**src/rtl/servo_pkg.sv**
```systemverilog
package servo_pkg;

    localparam int unsigned CH_NUM = 4;
    localparam int unsigned CH_W   = 2;

    typedef logic [7:0] pos_t;
    localparam pos_t POS_CENTRE = 8'd128;

    localparam logic [7:0] ID_LEFT  = 8'h6C;
    localparam logic [7:0] ID_RIGHT = 8'h72;
    localparam logic [7:0] ID_TILT  = 8'h74;
    localparam logic [7:0] ID_PAN   = 8'h70;

    typedef enum logic {
        PS_ID  = 1'b0,
        PS_POS = 1'b1
    } parse_st_e;

    typedef struct packed {
        logic            hit;
        logic [CH_W-1:0] ch;
    } id_dec_t;

    typedef struct packed {
        logic            en;
        logic [CH_W-1:0] ch;
        pos_t            pos;
    } tgt_wr_t;

    function automatic id_dec_t decode_id(input logic [7:0] b);
        id_dec_t d;
        d.hit = 1'b1;
        d.ch  = '0;
        case (b)
            ID_LEFT:  d.ch = 2'd0;
            ID_RIGHT: d.ch = 2'd1;
            ID_TILT:  d.ch = 2'd2;
            ID_PAN:   d.ch = 2'd3;
            default:  d.hit = 1'b0;
        endcase
        return d;
    endfunction

    // Linear map of a position onto a pulse length in cycles.
    function automatic int unsigned pos_to_width(input pos_t p,
                                                 input int unsigned min_c,
                                                 input int unsigned span_c);
        return min_c + ((32'(p) * span_c) / 32'd255);
    endfunction

endpackage

```
**src/rtl/servo_cmd_parser.sv**
```systemverilog
module servo_cmd_parser
    import servo_pkg::*;
(
    input  logic    clk,
    input  logic    rst,
    input  logic    rx_valid_i,
    input  logic [7:0] rx_data_i,
    output tgt_wr_t wr_o
);

    parse_st_e       state_q;
    logic [CH_W-1:0] ch_q;
    id_dec_t         dec;

    always_comb dec = decode_id(rx_data_i);

    always_ff @(posedge clk) begin
        if (rst) begin
            state_q <= PS_ID;
            ch_q    <= '0;
        end else if (rx_valid_i) begin
            case (state_q)
                PS_ID: begin
                    if (dec.hit) begin
                        state_q <= PS_POS;
                        ch_q    <= dec.ch;
                    end
                end
                default: state_q <= PS_ID;
            endcase
        end
    end

    always_comb begin
        wr_o.en  = rx_valid_i && (state_q == PS_POS);
        wr_o.ch  = ch_q;
        wr_o.pos = rx_data_i;
    end

endmodule

```
**src/rtl/servo_target_bank.sv**
```systemverilog
module servo_target_bank
    import servo_pkg::*;
(
    input  logic                    clk,
    input  logic                    rst,
    input  tgt_wr_t                 wr_i,
    output logic [CH_NUM-1:0][7:0]  tgt_q_o,
    output logic [CH_NUM-1:0][7:0]  tgt_nx_o
);

    for (genvar i = 0; i < CH_NUM; i++) begin : g_slot
        logic sel;
        assign sel = wr_i.en && (wr_i.ch == CH_W'(i));

        always_ff @(posedge clk) begin
            if (rst)      tgt_q_o[i] <= POS_CENTRE;
            else if (sel) tgt_q_o[i] <= wr_i.pos;
        end

        // Forward a write landing in the same cycle as the frame capture.
        always_comb tgt_nx_o[i] = sel ? wr_i.pos : tgt_q_o[i];
    end

endmodule

```
**src/rtl/servo_frame_timer.sv**
```systemverilog
module servo_frame_timer #(
    parameter int unsigned PERIOD_CYC = 1000000,
    parameter int unsigned CNT_W      = 20
) (
    input  logic             clk,
    input  logic             rst,
    output logic [CNT_W-1:0] cnt_o,
    output logic             last_o
);

    localparam logic [CNT_W-1:0] LAST = CNT_W'(PERIOD_CYC - 1);

    always_comb last_o = (cnt_o == LAST);

    always_ff @(posedge clk) begin
        if (rst)         cnt_o <= '0;
        else if (last_o) cnt_o <= '0;
        else             cnt_o <= cnt_o + 1'b1;
    end

endmodule

```
**src/rtl/servo_pwm_lane.sv**
```systemverilog
module servo_pwm_lane
    import servo_pkg::*;
#(
    parameter int unsigned CNT_W  = 20,
    parameter int unsigned MIN_C  = 50000,
    parameter int unsigned SPAN_C = 50000
) (
    input  logic             clk,
    input  logic             rst,
    input  logic             last_i,
    input  logic [CNT_W-1:0] cnt_i,
    input  pos_t             tgt_nx_i,
    output logic [CNT_W-1:0] act_w_o,
    output logic             pwm_o
);

    localparam logic [CNT_W-1:0] RST_W = CNT_W'(pos_to_width(POS_CENTRE, MIN_C, SPAN_C));

    logic [CNT_W-1:0] nx_w;
    always_comb nx_w = CNT_W'(pos_to_width(tgt_nx_i, MIN_C, SPAN_C));

    always_ff @(posedge clk) begin
        if (rst) begin
            act_w_o <= RST_W;
            pwm_o   <= 1'b0;
        end else begin
            if (last_i) act_w_o <= nx_w;
            pwm_o <= (cnt_i < act_w_o);
        end
    end

endmodule

```
**src/rtl/servo_cmd_pwm.sv**
```systemverilog
module servo_cmd_pwm
    import servo_pkg::*;
#(
    parameter int unsigned CLK_HZ = 50000000
) (
    input  logic              clk,
    input  logic              rst,
    input  logic              rx_valid_i,
    input  logic [7:0]        rx_data_i,
    output logic [CH_NUM-1:0] pwm_o
);

    localparam int unsigned PERIOD_CYC = CLK_HZ / 50;
    localparam int unsigned MIN_CYC    = CLK_HZ / 1000;
    localparam int unsigned SPAN_CYC   = CLK_HZ / 1000;
    localparam int unsigned MAX_CYC    = MIN_CYC + SPAN_CYC;
    localparam int unsigned CNT_W      = $clog2(PERIOD_CYC);

    tgt_wr_t                         wr;
    logic [CH_NUM-1:0][7:0]          tgt_q;
    logic [CH_NUM-1:0][7:0]          tgt_nx;
    logic [CNT_W-1:0]                cnt_q;
    logic                            frame_last;
    logic [CH_NUM-1:0][CNT_W-1:0]    act_w;

    servo_cmd_parser u_parser (
        .clk        (clk),
        .rst        (rst),
        .rx_valid_i (rx_valid_i),
        .rx_data_i  (rx_data_i),
        .wr_o       (wr)
    );

    servo_target_bank u_bank (
        .clk      (clk),
        .rst      (rst),
        .wr_i     (wr),
        .tgt_q_o  (tgt_q),
        .tgt_nx_o (tgt_nx)
    );

    servo_frame_timer #(
        .PERIOD_CYC (PERIOD_CYC),
        .CNT_W      (CNT_W)
    ) u_timer (
        .clk    (clk),
        .rst    (rst),
        .cnt_o  (cnt_q),
        .last_o (frame_last)
    );

    for (genvar i = 0; i < CH_NUM; i++) begin : g_lane
        servo_pwm_lane #(
            .CNT_W  (CNT_W),
            .MIN_C  (MIN_CYC),
            .SPAN_C (SPAN_CYC)
        ) u_lane (
            .clk      (clk),
            .rst      (rst),
            .last_i   (frame_last),
            .cnt_i    (cnt_q),
            .tgt_nx_i (tgt_nx[i]),
            .act_w_o  (act_w[i]),
            .pwm_o    (pwm_o[i])
        );
    end

endmodule

```
**config.mk**
```make
export PLATFORM = sky130hd
export DESIGN_NAME = servo_cmd_pwm
export DESIGN_NICKNAME = d
export VERILOG_FILES = /design/src/rtl/servo_pkg.sv /design/src/rtl/servo_cmd_parser.sv /design/src/rtl/servo_target_bank.sv /design/src/rtl/servo_frame_timer.sv /design/src/rtl/servo_pwm_lane.sv /design/src/rtl/servo_cmd_pwm.sv
export SDC_FILE = /design/constraint.sdc
export NUM_CORES = 1
export LEC_CHECK = 0
export ABC_AREA = 1
export BUFFER_PORTS_ARGS = -buffer_cell sky130_fd_sc_hd__buf_2
export CAP_MARGIN = 20
export CORE_ASPECT_RATIO = 1.1
export CORE_MARGIN = 10
export CORE_UTILIZATION = 25
export DETAILED_ROUTE_END_ITERATION = 7
export HOLD_SLACK_MARGIN = 0.05
export SLEW_MARGIN = 5
export SYNTH_ARGS = -nofsm -noshare
export SYNTH_HDL_FRONTEND = slang
export SYNTH_SLANG_ARGS = --single-unit
```
**constraint.sdc**
```tcl
create_clock -name clk -period 27.1 [get_ports clk]
set_input_delay 5.42 -clock clk [delete_from_list [all_inputs] [get_ports clk]]
set_output_delay 5.42 -clock clk [all_outputs]
set_load 0.005 [all_outputs]
```
==> results.md <==
* Outcome: completed
* Top cells by area in the synthesized netlist: sky130_fd_sc_hd__nand2_1, sky130_fd_sc_hd__ha_1, sky130_fd_sc_hd__inv_1
* Flip-flop cell with the highest count after synthesis: sky130_fd_sc_hd__dfxtp_1
* Number of nets in the layout at approximately 5400
* Sequential area share after synthesis at 8.266%
* Instance count of the mapped netlist at between 5000 and 6000
* Cell occurring most often along the worst timing path: sky130_fd_sc_hd__nand2_1
* Proportion of power drawn by combinational gates at roughly two fifths
* Vias in the first global route at approximately 29000
* DRT antenna net count at 0
* Standard cell with the maximum stage delay on the critical path: sky130_fd_sc_hd__o21ai_0
* Number of diodes added for antenna fixing at 0
* Clock sink count at between 100 and 150
* Switching power total at about 0.0003 W
* Share of synthesized registers carrying an async set or reset at 0%
* Core region area at 126500 sq um
* Worst-Skew Late Latency at roughly 0.43 ns
* Final setup violation count at 0
* Depth of the worst hold-timing path at 2
* Initial detailed-routing violation count at approximately 1600
* Peak clock frequency supported by timing at 48.66 MHz
* Power Density at ~22 nW/um^2
* Filler-free cell count of the finished design at between 6000 and 7000
* Post-Synthesis Mean Instance Area at between 6 and 7 sq um
* Number of gates resized after CTS at 0
* Actual transition at the worst max-transition pin at 1.133 ns
* Detailed-route via count at between 30000 and 40000
* DIE HEIGHT at between 300 and 400 microns
* Max-cap check violation count at 0
* CTS H-Tree Depth at 4
* WS Path Type: in -> reg
* Post-detailed-route DRC marker count at 0
* Final-report hold violation count at 0
* Placed Cells at 6731
* Non-Filler Cell Area, Final at ~34000 sq um
* Leading cell types by count after synthesis: sky130_fd_sc_hd__nand2_1, sky130_fd_sc_hd__inv_1, sky130_fd_sc_hd__nand3_1
* Launching element type of the critical path: primary input
* Flip-flop and latch count after synthesis at between 100 and 150
* Fraction of final layout cells sized beyond drive strength 1 at 20.75%
* Most common cell in the netlist: sky130_fd_sc_hd__nand2_1
* Clk slew on worst S/H paths at about 0.06 ns
* Number of synthesis warnings at 0
* Routability-driven placement congestion ratio at slightly below 0.9
* Number of cells traversed by the worst register-to-register path at about 110
* Number of I/O port buffers at 14
* Final worst hold slack at around 0.45 ns
* Count of flip-flops with a built-in enable after synthesis at 0
* Total global-route track usage at 11.18%
* Starting Density at about a quarter
* Area grow syn2layout at 7.671%
* Clock network fraction of design power at 34.3%
* RSZ-0062 raised after global routing: false
* Required arrival time at the worst endpoint at 27.42 ns
* Root Buffer: sky130_fd_sc_hd__clkbuf_16
* Maximum clock path buffer count at 2
* Max Slew Vio Count at 0
* Worst IR drop on VDD at between 40 and 50 uV
* HP Class: reg -> reg
* Initial antenna violation count at 3
* Switching part of the total power at between 40% and 50%
* Number of search-and-repair iterations in the first detailed-routing pass at 5
* Worst slack at placement at approximately 6.3 ns
* Worst Clk Skew at between 0.015 and 0.02 ns
* Total Negative Setup Slacks at 0 ns
* Largest stage delay on the critical path at approximately 0.86 ns
* Cell-internal power at between 0.0004 and 0.0005 W
* Die boundary width at approximately 360 microns
* Number of buffers inserted to repair setup after CTS at 0
* Largest net degree at the start of global routing at 55
* FP Rows at 137
* Post-Place Cell Area at 33510 sq um
* Routed length per instance at between 10 and 15 microns
* Worst Setup Slack, final at 6.549 ns
* Area enclosed by the die boundary at approximately 140000 sq um
* Largest area contributor in the netlist: sky130_fd_sc_hd__nand2_1
* Post-Syn Area at between 30000 and 40000 sq um
* Hold_buf cts at 0
* Total leakage power at 17.87 nW
* TritonCTS clock tree: built
* Number of placed I/O pins at 15
* Relative slew slack at a little under a quarter
* Fin crit period at 20.55 ns
* Net count of the mapped netlist at ~5400
* Average via count per standard cell at about 4.6
* Final routed wirelength across all metal layers at 81840 microns
* Number of clock buffers inserted by TritonCTS at 17
* Leftover overflow at the end of global routing at 0
* Share of the clock period used by the worst path at about 76%
* Wire length of the first global-routing pass at between 100000 and 150000 microns
* Arr. time, crit path at about 21 ns
* Element type at the critical path end: flip-flop
* Unique cell type count in the Yosys netlist at 85
* Sequential power share at 25.7%
* Sum of net half-perimeters after detailed placement at between 60000 and 70000 microns
* Portion of synthesized cell area occupied by the leading cell type at between 10% and 20%
* Crit path max fanout at 16
[stage by stage]
step	utilization (%)	total power, W
after global placement	26.49	0.0005000
after CTS	27.00	0.0007639
after global routing	27.00	0.0008092
final	27.00	0.0007585
after floorplan	-	0.0004578
after detailed placement	26.49	0.0005037
[worst paths after layout]
check	start	slack, ns	endpoint
min	g_lane[3].u_lane.act_w_o[17]	0.45	g_lane[3].u_lane.act_w_o[17]
min reg2reg	g_lane[3].u_lane.act_w_o[17]	0.45	g_lane[3].u_lane.act_w_o[17]
max reg2reg	u_parser.state_q	11.27	g_lane[2].u_lane.act_w_o[0]
max	rx_valid_i	6.55	g_lane[2].u_lane.act_w_o[0]
[cells in the final DEF, fill, tap and decap left out, types with 9 or more instances in the layout]
master / instances
sky130_fd_sc_hd__o21ai_1: 61
sky130_fd_sc_hd__nand2_1: 1258
sky130_fd_sc_hd__nor4_1: 11
sky130_fd_sc_hd__nor3_1: 28
sky130_fd_sc_hd__nor2_4: 69
sky130_fd_sc_hd__or2_2: 14
sky130_fd_sc_hd__xnor2_1: 14
sky130_fd_sc_hd__nand3_4: 31
sky130_fd_sc_hd__nor2_2: 125
sky130_fd_sc_hd__clkbuf_16: 17
sky130_fd_sc_hd__o211ai_1: 21
sky130_fd_sc_hd__inv_4: 10
sky130_fd_sc_hd__dfxtp_1: 131
sky130_fd_sc_hd__nand4_2: 10
sky130_fd_sc_hd__inv_1: 749
sky130_fd_sc_hd__a22oi_1: 11
sky130_fd_sc_hd__ha_1: 296
sky130_fd_sc_hd__nand3b_1: 24
sky130_fd_sc_hd__nand2_4: 110
sky130_fd_sc_hd__o22ai_1: 24
sky130_fd_sc_hd__fa_1: 44
sky130_fd_sc_hd__a31oi_1: 9
sky130_fd_sc_hd__o21bai_1: 20
sky130_fd_sc_hd__nand3_2: 112
sky130_fd_sc_hd__a21o_1: 9
sky130_fd_sc_hd__nand2_2: 303
sky130_fd_sc_hd__inv_2: 104
sky130_fd_sc_hd__a21oi_1: 163
sky130_fd_sc_hd__buf_2: 14
sky130_fd_sc_hd__xor2_1: 68
sky130_fd_sc_hd__o21ai_0: 163
sky130_fd_sc_hd__nand3_1: 398
sky130_fd_sc_hd__nor2_1: 364
sky130_fd_sc_hd__a21oi_2: 14
sky130_fd_sc_hd__buf_4: 11
sky130_fd_sc_hd__o21ai_2: 21
sky130_fd_sc_hd__nand4_1: 103
[logic make-up after synthesis]
| group | Yosys count | synth area share [%] |
|---|---|---|
| xor gates and xnor gates | 85 | 2.417 |
| AOI/OAI and AO/OA | 592 | 11.50 |
| adders and majority gates | 340 | 14.45 |
| and+or+nand+nor | 3005 | 51.11 |
| buffers and inverters | 930 | 12.26 |
| DFF | 131 | 8.266 |
[power by group through the flow]
stage | combinational, W | sequential, W | clock [W]
after global routing | 0.000343 | 0.000195 | 0.000271
final | 0.000303 | 0.000195 | 0.000260
after floorplan | 0.000260 | 0.000198 | 0
after detailed placement | 0.000304 | 0.000199 | 0
after global placement | 0.000301 | 0.000199 | 0
after CTS | 0.000306 | 0.000195 | 0.000263
[flip-flops by register name, indices dropped and copies added (netlist names)]
signal and count:
g_lane.u_lane.act_w_o 72, g_lane.u_lane.pwm_o 4, u_bank.tgt_q_o 32, u_parser.ch_q 2, u_parser.state_q 1, u_timer.cnt_o 20
[worst max-delay path, delay by kind of cell]
kind	cells	cell delay [ns]
AO/OA/AOI/OAI	9	2.59
buffers and inverters	11	1.09
AND/OR/NAND/NOR	78	9.48
adder cells (fa/ha/maj)	8	2.21
[final cells by class]
| type | count | area [sq um] |
|---|---|---|
| clock inverter | 14 | 210.2 |
| tap | 1668 | 2087 |
| clock buffer | 18 | 439.2 |
| sequential | 131 | 2623 |
| fill | 14080 | 92340 |
| inverter | 885 | 3430 |
| timing repair buffer | 25 | 152.6 |
| multi-input combinational | 4022 | 25220 |
[layer usage]
metal	GRT usage, %	routed length (microns)
met1	14.47	39020
met2	20.39	39940
met3	0.8786	2043
met4	1.559	813
met5	0	23
Power figures use the tool's default switching activity.
